File: src/rtl/prof_pkg.sv
package prof_pkg;
    typedef enum logic [1:0] {
        MODE_OVL   = 2'd0,
        MODE_EXCL  = 2'd1,
        MODE_TRACE = 2'd2
    } prof_mode_e;
endpackage

File: src/rtl/range_match.sv
module range_match #(
    parameter int N  = 8,
    parameter int AW = 32
) (
    input  logic [N-1:0][AW-1:0] lo,
    input  logic [N-1:0][AW-1:0] hi,
    input  logic [AW-1:0]        pc,
    output logic [N-1:0]         hit
);
    for (genvar g = 0; g < N; g++) begin : g_win
        // half-open window [lo, hi)
        assign hit[g] = (pc >= lo[g]) && (pc < hi[g]);
    end
endmodule

File: src/rtl/hit_select.sv
module hit_select
    import prof_pkg::*;
#(
    parameter int N = 8
) (
    input  prof_mode_e   mode,
    input  logic [N-1:0] hit,
    output logic [N-1:0] inc
);
    always_comb begin
        case (mode)
            MODE_OVL:  inc = hit;
            MODE_EXCL: inc = hit & (~hit + 1'b1); // isolate lowest set bit
            default:   inc = '0;
        endcase
    end
endmodule

File: src/rtl/trace_fifo.sv
module trace_fifo #(
    parameter int AW    = 32,
    parameter int DEPTH = 16
) (
    input  logic                       clk,
    input  logic                       rst_n,
    input  logic                       clr,
    input  logic                       push,
    input  logic [AW-1:0]              din,
    input  logic                       pop,
    output logic                       valid,
    output logic [AW-1:0]              dout,
    output logic                       ovf,
    output logic [$clog2(DEPTH):0]     level
);
    localparam int PW = $clog2(DEPTH);

    typedef struct packed {
        logic [DEPTH-1:0][AW-1:0] mem;
        logic [PW-1:0]            wr;
        logic [PW-1:0]            rd;
        logic [PW:0]              lvl;
        logic                     ovf;
    } fifo_t;

    fifo_t s_d, s_q;
    logic  full_q, do_push, do_pop;

    always_comb begin
        s_d     = s_q;
        full_q  = (s_q.lvl == (PW+1)'(DEPTH));
        do_push = push && !full_q;
        do_pop  = pop && (s_q.lvl != '0);
        if (clr) begin
            s_d.wr  = '0;
            s_d.rd  = '0;
            s_d.lvl = '0;
            s_d.ovf = 1'b0;
        end else begin
            if (do_push) begin
                s_d.mem[s_q.wr] = din;
                s_d.wr          = s_q.wr + 1'b1;
            end
            if (do_pop) begin
                s_d.rd = s_q.rd + 1'b1;
            end
            s_d.lvl = s_q.lvl + (PW+1)'(do_push) - (PW+1)'(do_pop);
            if (push && full_q) begin
                s_d.ovf = 1'b1;
            end
        end
    end

    always_ff @(posedge clk or negedge rst_n) begin
        if (!rst_n) s_q <= '0;
        else        s_q <= s_d;
    end

    assign valid = (s_q.lvl != '0);
    assign dout  = s_q.mem[s_q.rd];
    assign ovf   = s_q.ovf;
    assign level = s_q.lvl;
endmodule

File: src/rtl/pc_range_prof.sv
module pc_range_prof
    import prof_pkg::*;
#(
    parameter int NUM_RANGES = 8,
    parameter int AW         = 32,
    parameter int CNT_W      = 32,
    parameter int TQ_DEPTH   = 16
) (
    input  logic                           clk,
    input  logic                           rst_n,
    input  logic                           pc_valid,
    input  logic [AW-1:0]                  pc,
    input  logic                           cfg_we,
    input  logic [$clog2(NUM_RANGES)+1:0]  cfg_addr,
    input  logic [AW-1:0]                  cfg_wdata,
    input  logic [$clog2(NUM_RANGES)-1:0]  rd_idx,
    output logic [CNT_W-1:0]               rd_count,
    output logic                           trace_valid,
    output logic [AW-1:0]                  trace_pc,
    input  logic                           trace_pop,
    output logic                           trace_ovf
);
    localparam int IW   = $clog2(NUM_RANGES);
    localparam int CA_W = IW + 2;
    localparam int LW   = $clog2(TQ_DEPTH) + 1;

    typedef struct packed {
        logic                                run;
        prof_mode_e                          mode;
        logic [NUM_RANGES-1:0][AW-1:0]       lo;
        logic [NUM_RANGES-1:0][AW-1:0]       hi;
        logic [NUM_RANGES-1:0][CNT_W-1:0]    cnt;
    } state_t;

    state_t                 s_d, s_q;
    logic                   clr_cmd;
    logic                   count_en;
    logic                   push;
    logic [NUM_RANGES-1:0]  hit;
    logic [NUM_RANGES-1:0]  inc;
    logic [LW-1:0]          fifo_level;
    logic [IW-1:0]          bound_idx;

    range_match #(.N(NUM_RANGES), .AW(AW)) u_match (
        .lo  (s_q.lo),
        .hi  (s_q.hi),
        .pc  (pc),
        .hit (hit)
    );

    hit_select #(.N(NUM_RANGES)) u_sel (
        .mode (s_q.mode),
        .hit  (hit),
        .inc  (inc)
    );

    assign bound_idx = cfg_addr[CA_W-2:1];
    assign count_en  = s_q.run && pc_valid && (s_q.mode != MODE_TRACE);
    assign push      = s_q.run && pc_valid && (s_q.mode == MODE_TRACE);

    always_comb begin
        s_d     = s_q;
        clr_cmd = 1'b0;
        if (cfg_we) begin
            if (cfg_addr == '0) begin
                s_d.run = cfg_wdata[0];
                case (cfg_wdata[2:1])
                    2'b01:   s_d.mode = MODE_EXCL;
                    2'b10:   s_d.mode = MODE_TRACE;
                    default: s_d.mode = MODE_OVL;
                endcase
                clr_cmd = cfg_wdata[3];
            end else if (cfg_addr[CA_W-1]) begin
                if (cfg_addr[0]) s_d.hi[bound_idx] = cfg_wdata;
                else             s_d.lo[bound_idx] = cfg_wdata;
            end
        end
        for (int i = 0; i < NUM_RANGES; i++) begin
            if (clr_cmd) begin
                s_d.cnt[i] = '0;
            end else if (count_en && inc[i] && (s_q.cnt[i] != {CNT_W{1'b1}})) begin
                s_d.cnt[i] = s_q.cnt[i] + 1'b1;
            end
        end
    end

    always_ff @(posedge clk or negedge rst_n) begin
        if (!rst_n) s_q <= '0;
        else        s_q <= s_d;
    end

    trace_fifo #(.AW(AW), .DEPTH(TQ_DEPTH)) u_fifo (
        .clk   (clk),
        .rst_n (rst_n),
        .clr   (clr_cmd),
        .push  (push),
        .din   (pc),
        .pop   (trace_pop),
        .valid (trace_valid),
        .dout  (trace_pc),
        .ovf   (trace_ovf),
        .level (fifo_level)
    );

    assign rd_count = s_q.cnt[rd_idx];
endmodule

File: config.mk
export PLATFORM = sky130hd
export DESIGN_NAME = pc_range_prof
export DESIGN_NICKNAME = d
export VERILOG_FILES = /design/src/rtl/prof_pkg.sv /design/src/rtl/range_match.sv /design/src/rtl/hit_select.sv /design/src/rtl/trace_fifo.sv /design/src/rtl/pc_range_prof.sv
export SDC_FILE = /design/constraint.sdc
export NUM_CORES = 2
export LEC_CHECK = 0
export ABC_AREA = 1
export ABC_CLOCK_PERIOD_IN_PS = 2900
export BUFFER_PORTS_ARGS = -buffer_cell sky130_fd_sc_hd__buf_4
export CORE_MARGIN = 1
export CORE_UTILIZATION = 50
export DETAILED_ROUTE_END_ITERATION = 16
export GPL_ROUTABILITY_DRIVEN = 0
export HOLD_SLACK_MARGIN = 0.03
export PLACE_DENSITY = 0.77
export SYNTH_ARGS = -nofsm -noshare
export SYNTH_HDL_FRONTEND = slang
export SYNTH_SLANG_ARGS = --single-unit
File: constraint.sdc
create_clock -name clk -period 2.9 [get_ports clk]
set_input_delay 0.58 -clock clk [delete_from_list [all_inputs] [get_ports clk]]
set_output_delay 0.58 -clock clk [all_outputs]
set_load 0.01 [all_outputs]
==> impl_results.md <==
- Top FF cell, synth: dfrtp_1
- Initial antenna violation count: 14
- Comb power frac: 32.4%
- Switch Pwr: 0.02165 W
- Fin Setup TNS: -6314 ps
- Nets@finish: 10,189
- Pins over their slew limit: 0
- Startpoint types: register
- # DRC: 0
- Root Buffer: clkbuf_16
- Via count: 69,562
- F_max: 0.3144 GHz
- FF+latch count, synth: 1,297
- Crit end category: primary output
- WS Path Type: reg2out
- 1st-iter DRT viols: 8,723
- Leak pwr: 40.89 nW
- Ys async rst share: 100.0%
- Post-synth cell types: 49
- Area delta synth->final: 17.03%
- Post-synthesis cell area: 0.07366 mm2
- Final Core Density: 59.08%
- Ports: 143
- Setup Skew: 75.37 ps
- DP Wirelength: 149.7 mm
- Arr. time, crit path: 2600 ps
- Internal Power: 0.03897 W
- Tmin final: 3180 ps
- Synth warn: 0
- Largest net degree at the start of global routing: 159
- CTS tree: yes
- Post-synth EDFFs: 0
- Sequential fraction of the synthesis area: 44.06%
- Worst-path fanout max: 11
- Slew of the pin with the lowest slew margin: 864.7 ps
- Reg clk slew, reported paths: 60 ps
- Site Rows: 140
- Pwr dens: 703.2 mW/mm2
- Starting Density: 50.48%
- Max_slew headroom: 41.82%
- Share of layout cells above drive strength 1: 10.34%
- Seq pwr share: 36.1%
- PortBufs: 142
- Final Hold Viols: 0
- Worst path required time: 2320 ps
- Worst-Skew Late Latency: 820 ps
- Die width: 385.8 um
- Clk pwr share: 31.6%
- Syn nets: 9,995
- Die height: 385.8 um
- CTS sink cnt: 1,297
- CTS Buf Count: 143
- RSZ-0062 raised after global routing: true
- VDD IR-drop max: 0.6132 mV
- Number of global-route vias before repair: 66,799
- Crit share post-route: 109.7%
- Setup ws final: -280.5 ps
- WL final: 235.0 mm
- Post-Synthesis Cells: 9,394
- Hold Crit Class: in2reg
- Failing checks: setup timing
- Max clock buf depth: 3
- Commonest non-fill, non-tap cell in the layout: nand2_1
- Max-capacitance violation count: 0
- Syn Area/Cell: 7.841 um2
- H-tree levels: 4
- Antenna Nets Post-Route: 0
- Core region area: 0.1459 mm2
- Most frequent cells in the layout: nand2_1 (2,192), o21ai_0 (1,382), dfrtp_1 (1,290), inv_1 (917), nor2_1 (702)
- Pre-antenna DRT Iters: 9
- WL/cell: 20.22 um
- # setup viols final: 35
- Status: finished, violations left
- Global-route wire length before repair: 363.1 mm
- DR vias/cell: 5.986
- All-Layer GR Usage: 30.75%
- Die Footprint: 0.1489 mm2
- Sw Share: 35.71%
- Grt total ovfl: 0
## power by group through the flow
stage               Combinational (W)  Clock, W  Sequential, W
floorplan                      0.0102         0         0.0215
global route                   0.0214    0.0200         0.0221
finish                         0.0196    0.0191         0.0219
detailed placement             0.0161         0         0.0221
global placement               0.0154         0         0.0220
CTS                            0.0180    0.0192         0.0218
## worst paths after layout
kind	startpoint	to	slack, ps	cells past startpoint
setup / recovery	u_fifo.s_q[6]	trace_pc[28]	-280	8
hold / removal	trace_pop	u_fifo.s_q[7]	230	4
setup reg to reg	s_q[261]	s_q[3]	110	17
hold reg to reg	u_fifo.s_q[439]	u_fifo.s_q[439]	480	2
max in group asynchronous	rst_n	s_q[311]	1390	3
min in group asynchronous	rst_n	u_fifo.s_q[214]	440	2
## metrics by stage
step,setup WS (ps),hold WS (ps),cells,power (W),instance area (um2)
CTS,-257.6,154.1,11593,0.05896,85090
global placement,-407.8,460.4,11273,0.03743,78760
detailed placement,-461.5,467.4,11273,0.03815,78760
global route,-327.1,232.5,11618,0.06346,86200
floorplan,126.4,284.4,9394,0.03171,73660
finish,-280.5,230.7,11621,0.06062,86210
## per-layer routing
layer	part of all wire [%]	track usage [%]	routed length (um)	up-vias
met5	0.060	0	141	-
met4	5.4	15.55	12770	22
met3	11	6.786	24760	874
met2	45	47.62	104900	3918
li1	-	-	-	31501
met1	39	40.50	92430	33247
## cells in the mapped netlist (5+ instances only)
library cell | n | area, um2
nor3_2 | 7 | 70.07
nor2_1 | 733 | 2751
nor4_2 | 6 | 75.07
nand2_2 | 5 | 31.28
buf_1 | 37 | 138.9
a31oi_1 | 34 | 212.7
o21ai_0 | 1517 | 7592
nand3b_1 | 38 | 285.3
o21a_1 | 15 | 112.6
o22ai_1 | 45 | 281.5
nand4_1 | 160 | 1001
o21ai_1 | 7 | 35.03
xnor2_1 | 44 | 385.4
buf_2 | 37 | 185.2
o221ai_1 | 94 | 823.3
inv_1 | 925 | 3472
a21o_1 | 12 | 90.09
a21oi_1 | 333 | 1667
nand2_1 | 2237 | 8397
clkbuf_1 | 434 | 1629
buf_6 | 6 | 67.56
ha_1 | 523 | 6544
xor2_1 | 182 | 1594
inv_2 | 10 | 37.54
a221oi_1 | 10 | 87.58
nor3b_1 | 6 | 45.04
nand4_2 | 7 | 87.58
dfrtp_1 | 1297 | 32460
nor4_1 | 65 | 406.6
o211ai_1 | 40 | 300.3
o31ai_1 | 7 | 52.55
nand3_1 | 323 | 1617
nor3_1 | 160 | 800.8
## layout make-up
cell class | instances | area, um2
Multi-Input combinational cell | 6642 | 36490
Clock buffer | 208 | 4164
Inverter | 938 | 3580
Timing Repair inverter | 3 | 27.53
Tap cell | 1917 | 2399
Sequential cell | 1297 | 32470
Fill cell | 12179 | 59710
Timing Repair Buffer | 563 | 6271
Antenna cell | 4 | 10.01
Clock inverter | 49 | 793.3
## kinds of logic (layout without fill, tap and decap cells)
group,after synthesis,count (layout),share of synthesized area (%)
and+or+nand+nor,3765,3766,21.36
AOI/OAI and AO/OA,2126,2126,15.41
buffers and inverters,1456,1761,7.564
DFF,1297,1297,44.06
adders and majority gates,524,524,8.911
xor gates and xnor gates,226,226,2.687
other,0,4,0
## timing repair
action | in CTS | in global routing
hold buffers | 32 | 0
cloned | 20 | 19
gates resized for setup | 156 | 239
hold endpoints to repair | 102 | 0
endpoints found under the setup margin | 140 | 303
pin swaps | 29 | 69
buffers inserted | 11 | 5
## sequential cells by signal, indices dropped and copies added, names as in the netlist
signal / count
s_q: 771
u_fifo.level: 5
u_fifo.ovf: 1
u_fifo.s_q: 520
## worst max-delay path, cell delays in order (launching register included)
cell      delay, ps
dfrtp_4         510
buf_12          170
buf_16          170
buf_8           170
nor2_2          150
o221ai_2        130
o211ai_1        150
nand2_1         170
buf_4           180
Note: power is estimated with default switching activity, not from simulation.
